<file path="config.mk">
export PLATFORM = sky130hd
export DESIGN_NAME = prot_region_cfg
export DESIGN_NICKNAME = d
export VERILOG_FILES = /design/src/rtl/prot_region_pkg.sv /design/src/rtl/prot_region_lock_fsm.sv /design/src/rtl/prot_region_slot.sv /design/src/rtl/prot_region_cfg.sv
export SDC_FILE = /design/constraint.sdc
export NUM_CORES = 1
export LEC_CHECK = 0
export BUFFER_PORTS_ARGS = -buffer_cell sky130_fd_sc_hd__clkbuf_2
export CORE_MARGIN = 3
export CORE_UTILIZATION = 33
export DETAILED_ROUTE_END_ITERATION = 10
export SYNTH_ARGS = -nofsm -noshare
export SYNTH_HDL_FRONTEND = slang
export SYNTH_HIERARCHICAL = 1
export SYNTH_SLANG_ARGS = --single-unit
</file>
<file path="constraint.sdc">
create_clock -name clk -period 10.85 [get_ports clk]
set_clock_uncertainty 0.15 [all_clocks]
set_input_delay 3.255 -clock clk [delete_from_list [all_inputs] [get_ports clk]]
set_output_delay 3.255 -clock clk [all_outputs]
set_load 0.005 [all_outputs]
</file>
<file path="src/rtl/prot_region_pkg.sv">
package prot_region_pkg;

    localparam int WORD_W     = 32;
    localparam int MODE_W     = 2;
    localparam int VER_W      = 16;
    localparam int CRC_W      = 8;
    localparam int LOW_IGN    = 12;
    localparam int HIGH_IGN   = 4;
    localparam int BOUND_W    = WORD_W - LOW_IGN - HIGH_IGN;
    localparam int NONCE_W    = 2 * WORD_W;
    localparam int SLOT_BYTES = 32;
    localparam int SLOT_SH    = $clog2(SLOT_BYTES);
    localparam int FIELD_LSB  = 2;
    localparam int FIELD_W    = SLOT_SH - FIELD_LSB;

    // control word bit positions
    localparam int EN_B     = 0;
    localparam int CLK_B    = 1;
    localparam int KLK_B    = 2;
    localparam int MODE_LSB = 4;
    localparam int CRC_LSB  = 8;
    localparam int VER_LSB  = 16;

    typedef enum logic [FIELD_W-1:0] {
        FLD_CFG      = 3'd0,
        FLD_START    = 3'd1,
        FLD_END      = 3'd2,
        FLD_NONCE_LO = 3'd3,
        FLD_NONCE_HI = 3'd4
    } field_t;

    typedef enum logic [1:0] {
        LK_OPEN = 2'd0,
        LK_KEY  = 2'd1,
        LK_ALL  = 2'd2
    } lock_state_t;

endpackage

</file>
<file path="src/rtl/prot_region_lock_fsm.sv">
module prot_region_lock_fsm
    import prot_region_pkg::*;
(
    input  logic clk,
    input  logic rst_n,
    input  logic cfg_wr,
    input  logic set_key,
    input  logic set_cfg,
    output logic key_locked,
    output logic cfg_locked
);

    lock_state_t st_q, st_d;

    // state register
    always_ff @(posedge clk or negedge rst_n) begin
        if (!rst_n) st_q <= LK_OPEN;
        else        st_q <= st_d;
    end

    // next state: locks only ever move towards LK_ALL
    always_comb begin
        st_d = st_q;
        unique case (st_q)
            LK_OPEN: begin
                if (cfg_wr && set_cfg)      st_d = LK_ALL;
                else if (cfg_wr && set_key) st_d = LK_KEY;
            end
            LK_KEY: begin
                if (cfg_wr && set_cfg) st_d = LK_ALL;
            end
            LK_ALL:  st_d = LK_ALL;
            default: st_d = LK_ALL;
        endcase
    end

    // outputs
    always_comb begin
        key_locked = 1'b1;
        cfg_locked = 1'b1;
        unique case (st_q)
            LK_OPEN: begin key_locked = 1'b0; cfg_locked = 1'b0; end
            LK_KEY:  begin key_locked = 1'b1; cfg_locked = 1'b0; end
            LK_ALL:  begin key_locked = 1'b1; cfg_locked = 1'b1; end
            default: begin key_locked = 1'b1; cfg_locked = 1'b1; end
        endcase
    end

endmodule

</file>
<file path="src/rtl/prot_region_slot.sv">
module prot_region_slot
    import prot_region_pkg::*;
(
    input  logic               clk,
    input  logic               rst_n,
    input  logic               wr_en,
    input  field_t             field,
    input  logic [WORD_W-1:0]  wdata,
    input  logic [CRC_W-1:0]   key_crc,
    output logic [WORD_W-1:0]  rdata,
    output logic               en,
    output logic [MODE_W-1:0]  mode,
    output logic [VER_W-1:0]   version,
    output logic [BOUND_W-1:0] bound_lo,
    output logic [BOUND_W-1:0] bound_hi,
    output logic [NONCE_W-1:0] nonce,
    output logic               key_locked,
    output logic               cfg_locked,
    output logic               key_wipe
);

    logic               en_q;
    logic [MODE_W-1:0]  mode_q;
    logic [VER_W-1:0]   ver_q;
    logic [BOUND_W-1:0] start_q, end_q;
    logic [WORD_W-1:0]  nlo_q, nhi_q;
    logic               wipe_q;
    logic               cfg_wr;
    logic [MODE_W-1:0]  wmode;

    assign cfg_wr = wr_en && (field == FLD_CFG);
    assign wmode  = wdata[MODE_LSB +: MODE_W];

    prot_region_lock_fsm lock_i (
        .clk        (clk),
        .rst_n      (rst_n),
        .cfg_wr     (cfg_wr),
        .set_key    (wdata[KLK_B]),
        .set_cfg    (wdata[CLK_B]),
        .key_locked (key_locked),
        .cfg_locked (cfg_locked)
    );

    always_ff @(posedge clk or negedge rst_n) begin
        if (!rst_n) begin
            en_q    <= 1'b0;
            mode_q  <= '0;
            ver_q   <= '0;
            start_q <= '0;
            end_q   <= '0;
            nlo_q   <= '0;
            nhi_q   <= '0;
            wipe_q  <= 1'b0;
        end else begin
            wipe_q <= cfg_wr && !cfg_locked && (wmode != mode_q);
            if (cfg_wr) begin
                en_q <= wdata[EN_B];
                if (!cfg_locked) begin
                    mode_q <= wmode;
                    ver_q  <= wdata[VER_LSB +: VER_W];
                end
            end
            if (wr_en && !cfg_locked) begin
                if (field == FLD_START)    start_q <= wdata[LOW_IGN +: BOUND_W];
                if (field == FLD_END)      end_q   <= wdata[LOW_IGN +: BOUND_W];
                if (field == FLD_NONCE_LO) nlo_q   <= wdata;
                if (field == FLD_NONCE_HI) nhi_q   <= wdata;
            end
        end
    end

    // readback shaping
    always_comb begin
        rdata = '0;
        case (field)
            FLD_CFG: begin
                rdata[EN_B]                = en_q;
                rdata[CLK_B]               = cfg_locked;
                rdata[KLK_B]               = key_locked;
                rdata[MODE_LSB +: MODE_W]  = mode_q;
                rdata[CRC_LSB +: CRC_W]    = key_crc;
                rdata[VER_LSB +: VER_W]    = ver_q;
            end
            FLD_START:    rdata = {{HIGH_IGN{1'b0}}, start_q, {LOW_IGN{1'b0}}};
            FLD_END:      rdata = {{HIGH_IGN{1'b0}}, end_q, {LOW_IGN{1'b1}}};
            FLD_NONCE_LO: rdata = nlo_q;
            FLD_NONCE_HI: rdata = nhi_q;
            default:      rdata = '0;
        endcase
    end

    assign en       = en_q;
    assign mode     = mode_q;
    assign version  = ver_q;
    assign bound_lo = start_q;
    assign bound_hi = end_q;
    assign nonce    = {nhi_q, nlo_q};
    assign key_wipe = wipe_q;

endmodule

</file>
<file path="src/rtl/prot_region_cfg.sv">
module prot_region_cfg
    import prot_region_pkg::*;
#(
    parameter  int NUM_REGIONS = 4,
    localparam int PRIV_OFS    = NUM_REGIONS * SLOT_BYTES,
    localparam int RADDR_W     = $clog2(PRIV_OFS + 4),
    localparam int IDX_W       = RADDR_W - SLOT_SH
)(
    input  logic                           clk,
    input  logic                           rst_n,
    input  logic                           req_valid,
    input  logic                           req_write,
    input  logic                           req_priv,
    input  logic [RADDR_W-1:0]             req_addr,
    input  logic [WORD_W-1:0]              req_wdata,
    output logic [WORD_W-1:0]              rsp_rdata,
    input  logic [NUM_REGIONS*CRC_W-1:0]   key_crc_i,
    output logic [NUM_REGIONS-1:0]         region_en_o,
    output logic [NUM_REGIONS*MODE_W-1:0]  region_mode_o,
    output logic [NUM_REGIONS*VER_W-1:0]   region_version_o,
    output logic [NUM_REGIONS*BOUND_W-1:0] region_start_o,
    output logic [NUM_REGIONS*BOUND_W-1:0] region_end_o,
    output logic [NUM_REGIONS*NONCE_W-1:0] region_nonce_o,
    output logic [NUM_REGIONS-1:0]         key_lock_o,
    output logic [NUM_REGIONS-1:0]         cfg_lock_o,
    output logic [NUM_REGIONS-1:0]         key_wipe_o
);

    logic              priv_q;
    logic              is_priv_reg;
    logic              granted;
    logic [IDX_W-1:0]  slot_idx;
    field_t            field;
    logic [FIELD_LSB-1:0] unused_addr_lsb;
    logic [WORD_W-1:0] slot_rd [NUM_REGIONS];

    assign is_priv_reg     = (req_addr == RADDR_W'(PRIV_OFS));
    assign granted         = !priv_q || req_priv;
    assign slot_idx        = req_addr[RADDR_W-1:SLOT_SH];
    assign field           = field_t'(req_addr[SLOT_SH-1:FIELD_LSB]);
    assign unused_addr_lsb = req_addr[FIELD_LSB-1:0];

    // privilege bit: privileged writes only
    always_ff @(posedge clk or negedge rst_n) begin
        if (!rst_n)
            priv_q <= 1'b0;
        else if (req_valid && req_write && req_priv && is_priv_reg)
            priv_q <= req_wdata[0];
    end

    for (genvar g = 0; g < NUM_REGIONS; g++) begin : g_slot
        logic wr_sel;
        assign wr_sel = req_valid && req_write && granted && !is_priv_reg
                        && (slot_idx == IDX_W'(g));

        prot_region_slot slot_i (
            .clk        (clk),
            .rst_n      (rst_n),
            .wr_en      (wr_sel),
            .field      (field),
            .wdata      (req_wdata),
            .key_crc    (key_crc_i[g*CRC_W +: CRC_W]),
            .rdata      (slot_rd[g]),
            .en         (region_en_o[g]),
            .mode       (region_mode_o[g*MODE_W +: MODE_W]),
            .version    (region_version_o[g*VER_W +: VER_W]),
            .bound_lo   (region_start_o[g*BOUND_W +: BOUND_W]),
            .bound_hi   (region_end_o[g*BOUND_W +: BOUND_W]),
            .nonce      (region_nonce_o[g*NONCE_W +: NONCE_W]),
            .key_locked (key_lock_o[g]),
            .cfg_locked (cfg_lock_o[g]),
            .key_wipe   (key_wipe_o[g])
        );
    end

    // read path: single cycle, filtered by privilege
    always_comb begin
        rsp_rdata = '0;
        if (req_valid && !req_write) begin
            if (is_priv_reg) begin
                rsp_rdata[0] = priv_q;
            end else if (granted) begin
                for (int i = 0; i < NUM_REGIONS; i++) begin
                    if (slot_idx == IDX_W'(i)) rsp_rdata = slot_rd[i];
                end
            end
        end
    end

endmodule

</file>
==> impl_results.md <==
* Crit Path Max Fanout at approximately 80
* Via Count at 17,900
* CTS tree: yes
* Aggregate global-route resource usage at 24.7%
* Main combinational cell family by area after synthesis: multiplexers
* PD cells at ~160 nW/um^2
* Final TNS setup at 0 ps
* Synthesized cell area at 22,800 sq um
* Gr busiest metal: met2
* Post-Synthesis Cells at 1,788
* Min Tclk post-route at around 9400 ps
* Cells after DPL at about 3,200
* Fin crit share at between 80 and 90%
* DRT Pass-1 Iters at 5
* Post-synth ARST share at 100%
* Largest net degree at the start of global routing at between 150 and 200
* Synth Area in Compound Gates at approximately 8.3%
* Count of cell types in the netlist at 45
* Multiplexer share of the synthesized area at between 20 and 30%
* Die height at between 200 and 300 um
* Layout cells sized above 1 at between 50 and 60%
* Yosys top cell area share at roughly 52%
* Worst Path Arrival at 5970 ps
* RSZ-0062 raised after global routing: no
* Num CTS Buffers at 54
* Die X-Extent at 269 um
* Ys Warns at 6
* Leakage at 14.5 nW
* Worst skew pair latency at 590 ps
* HP Class: register to register
* WL/cell at roughly 28 um
* Area contributors post-synth: dfrtp_1 (52%), mux2_2 (24%), a221o_1 (2.5%), mux2i_1 (2.5%), nor2b_1 (2.1%)
* Outcome: complete, no violations
* Max-slew violation count at 0
* CTS sink cnt at 473
* Clock Tree Buf Depth at 3
* CTS root buf: clkbuf_16
* First-pass GRT wire length at roughly 130,000 um
* Vias in the first global route at between 15,000 and 20,000
* CP startpoint kind: primary input
* Number of setup buffers added after CTS at 0
* Final wirelength at approximately 90,000 um
* Worst-path clk slew at 60 ps
* Synth Area in XOR/XNOR at 0.307%
* Yosys top cell by area: dfrtp_1
* Non-Filler Instances at about 3,300
* Multi-input gate area at around 10,000 sq um
* FILL cells at between 6,000 and 7,000
* Met1 GRT Util at 30.0%
* Initial Util at 33.7%
* Final hold viol count at 0
* Io pins at between 500 and 600
* Row count at 95
* DRC viols at 0
* Seq cells post-synth at roughly 470
* Commonest register cell after synthesis: dfrtp_1
* Max Cap Viol at 0
* Final setup vio count at 0
* DP HPWL at approximately 67,000 um
* Hold buffers post-CTS at 0
* Met3 usage at under 10%
* Fmax at between 100 and 150 MHz
* CP required at 7450 ps
* Placer Congestion at 0.906
* Worst Tran Pin Value at 1290 ps
* Synthesized area per cell at 12.8 sq um
* Vias/cell at 5.43
* Final #Nets at approximately 2,400
* Number of synthesized flops with an enable pin at 0
* Most frequent cell after synthesis: mux2_2
* Grt total ovfl at 0
* # port buffers at between 500 and 600
* Adder-cell share of the synthesized area at 0%
* Synth Area in Simple Gates at under 10%
* H-Tree Depth at 2
* Total die area at 72,400 sq um
* Sequential share of the synthesized area at roughly 52%
* Worst ir drop on vdd at 127 uV
* Most instantiated cells after synthesis: mux2_2 (490), dfrtp_1 (473), nor2b_1 (75)
* Post-Syn Nets at 1,865
* DRT iter0 DRCs at roughly 1,100
* CP Class: primary input to output port
* Resized cells post-CTS at 0
* Met2 Usage GRT at 42.6%
* Core area at roughly 68,000 sq um
* Routed Antenna Nets at 0
* Initial antenna violation count at 6
* Layout area overhead at 24.7%
* Slew HR at 13.4%
* Crit end category: output port
* Seq. cell area at 11,800 sq um
## cell type report
type	count	area share [%]
multi-input combinational	1185	36.4
antenna	2	0.0176
sequential	473	41.5
inverter	6	0.0790
clock buffer	73	5.52
timing repair buffer	610	11.2
clock inverter	28	1.20
tap	921	4.04
## path summary, 6_finish.rpt
kind,start,to,slack [ps],cells after the start
setup / recovery,req_addr[2],rsp_rdata[13],1480,9
hold / removal,g_slot[0].slot_i/lock_i/st_q[0],g_slot[0].slot_i/lock_i/st_q[0],340,2
setup reg to reg,priv_q,g_slot[2].slot_i/nlo_q[11],7510,7
hold reg to reg,g_slot[0].slot_i/lock_i/st_q[0],g_slot[0].slot_i/lock_i/st_q[0],340,2
max in group asynchronous,rst_n,g_slot[3].slot_i/bound_lo[5],6290,2
min in group asynchronous,rst_n,g_slot[0].slot_i/nlo_q[4],2500,1
## per-stage QoR
step | util, % | worst slack (ps) | power (mW) | cell area [sq um] | hold slack, ps
floorplan | - | 2730 | 2.33 | 22800 | 304
finish | 42.0 | 1480 | 4.66 | 28500 | 340
global placement | 39.1 | 1530 | 2.72 | 26600 | 324
detailed placement | 39.1 | 1490 | 2.73 | 26600 | 329
global route | 42.0 | 1270 | 4.85 | 28500 | 365
CTS | 42.0 | 1490 | 4.71 | 28500 | 344
## placed cells by master, fill, tap and decap left out, types with 3 or more instances in the layout
cell	instances
buf_12	3
nand2_2	9
nor2b_1	75
o21ai_0	61
a22oi_1	16
o2bb2ai_1	16
clkbuf_8	14
clkbuf_2	575
mux2i_1	58
mux2_2	490
nand3b_1	8
nor3_1	30
mux2_1	14
o22ai_1	31
buf_4	29
bufinv_16	7
or2_2	4
nand2_1	58
nand2b_1	51
inv_1	6
a221o_1	58
and2_1	5
clkinv_2	13
xnor2_1	8
clkinvlp_4	3
nor3b_2	7
nor3b_4	5
clkbuf_1	5
nand3_1	6
inv_6	5
nor4b_2	3
nor2_1	61
nor3_2	4
a211oi_1	30
a22o_1	9
dfrtp_1	473
a21o_1	4
mux4_2	7
a21oi_1	44
clkbuf_16	55
## report_power, final
group	total, mW	internal, mW	switching (mW)	leakage (nW)
registers	2.04	1.91	0.135	6.44
logic	0.654	0.295	0.359	7.15
clock network	1.96	1.18	0.778	0.950
## metal layers
| layer | wire length (um) | vias up |
|---|---|---|
| met5 | 47 | - |
| met4 | 3170 | 6 |
| met3 | 7110 | 155 |
| met2 | 45800 | 736 |
| met1 | 36100 | 9340 |
| li1 | - | 7658 |
## state kept, by name, indices dropped and copies added, names as in the netlist
name and flops:
g_slot.slot_i/bound_hi 64, g_slot.slot_i/bound_lo 64, g_slot.slot_i/en 4, g_slot.slot_i/key_wipe 4
g_slot.slot_i/lock_i/st_q 8, g_slot.slot_i/mode 8, g_slot.slot_i/nhi_q 128, g_slot.slot_i/nlo_q 128
g_slot.slot_i/version 64, priv_q 1
## critical path, stage by stage
cell	delay, ps
buf_4	310
buf_12	320
nor3b_4	730
buf_4	390
o2bb2ai_1	200
a221o_1	150
o22ai_1	100
nor3_1	210
clkbuf_2	200
## cell families (layout without fill, tap and decap cells)
kind of cell,after synthesis,count (layout)
flops,473,473
buf+inv,130,717
compound gates,270,270
other cells,0,2
simple gates,338,338
mux,569,569
xor+xnor,8,8
No activity file was read; power rests on OpenSTA's default activity.
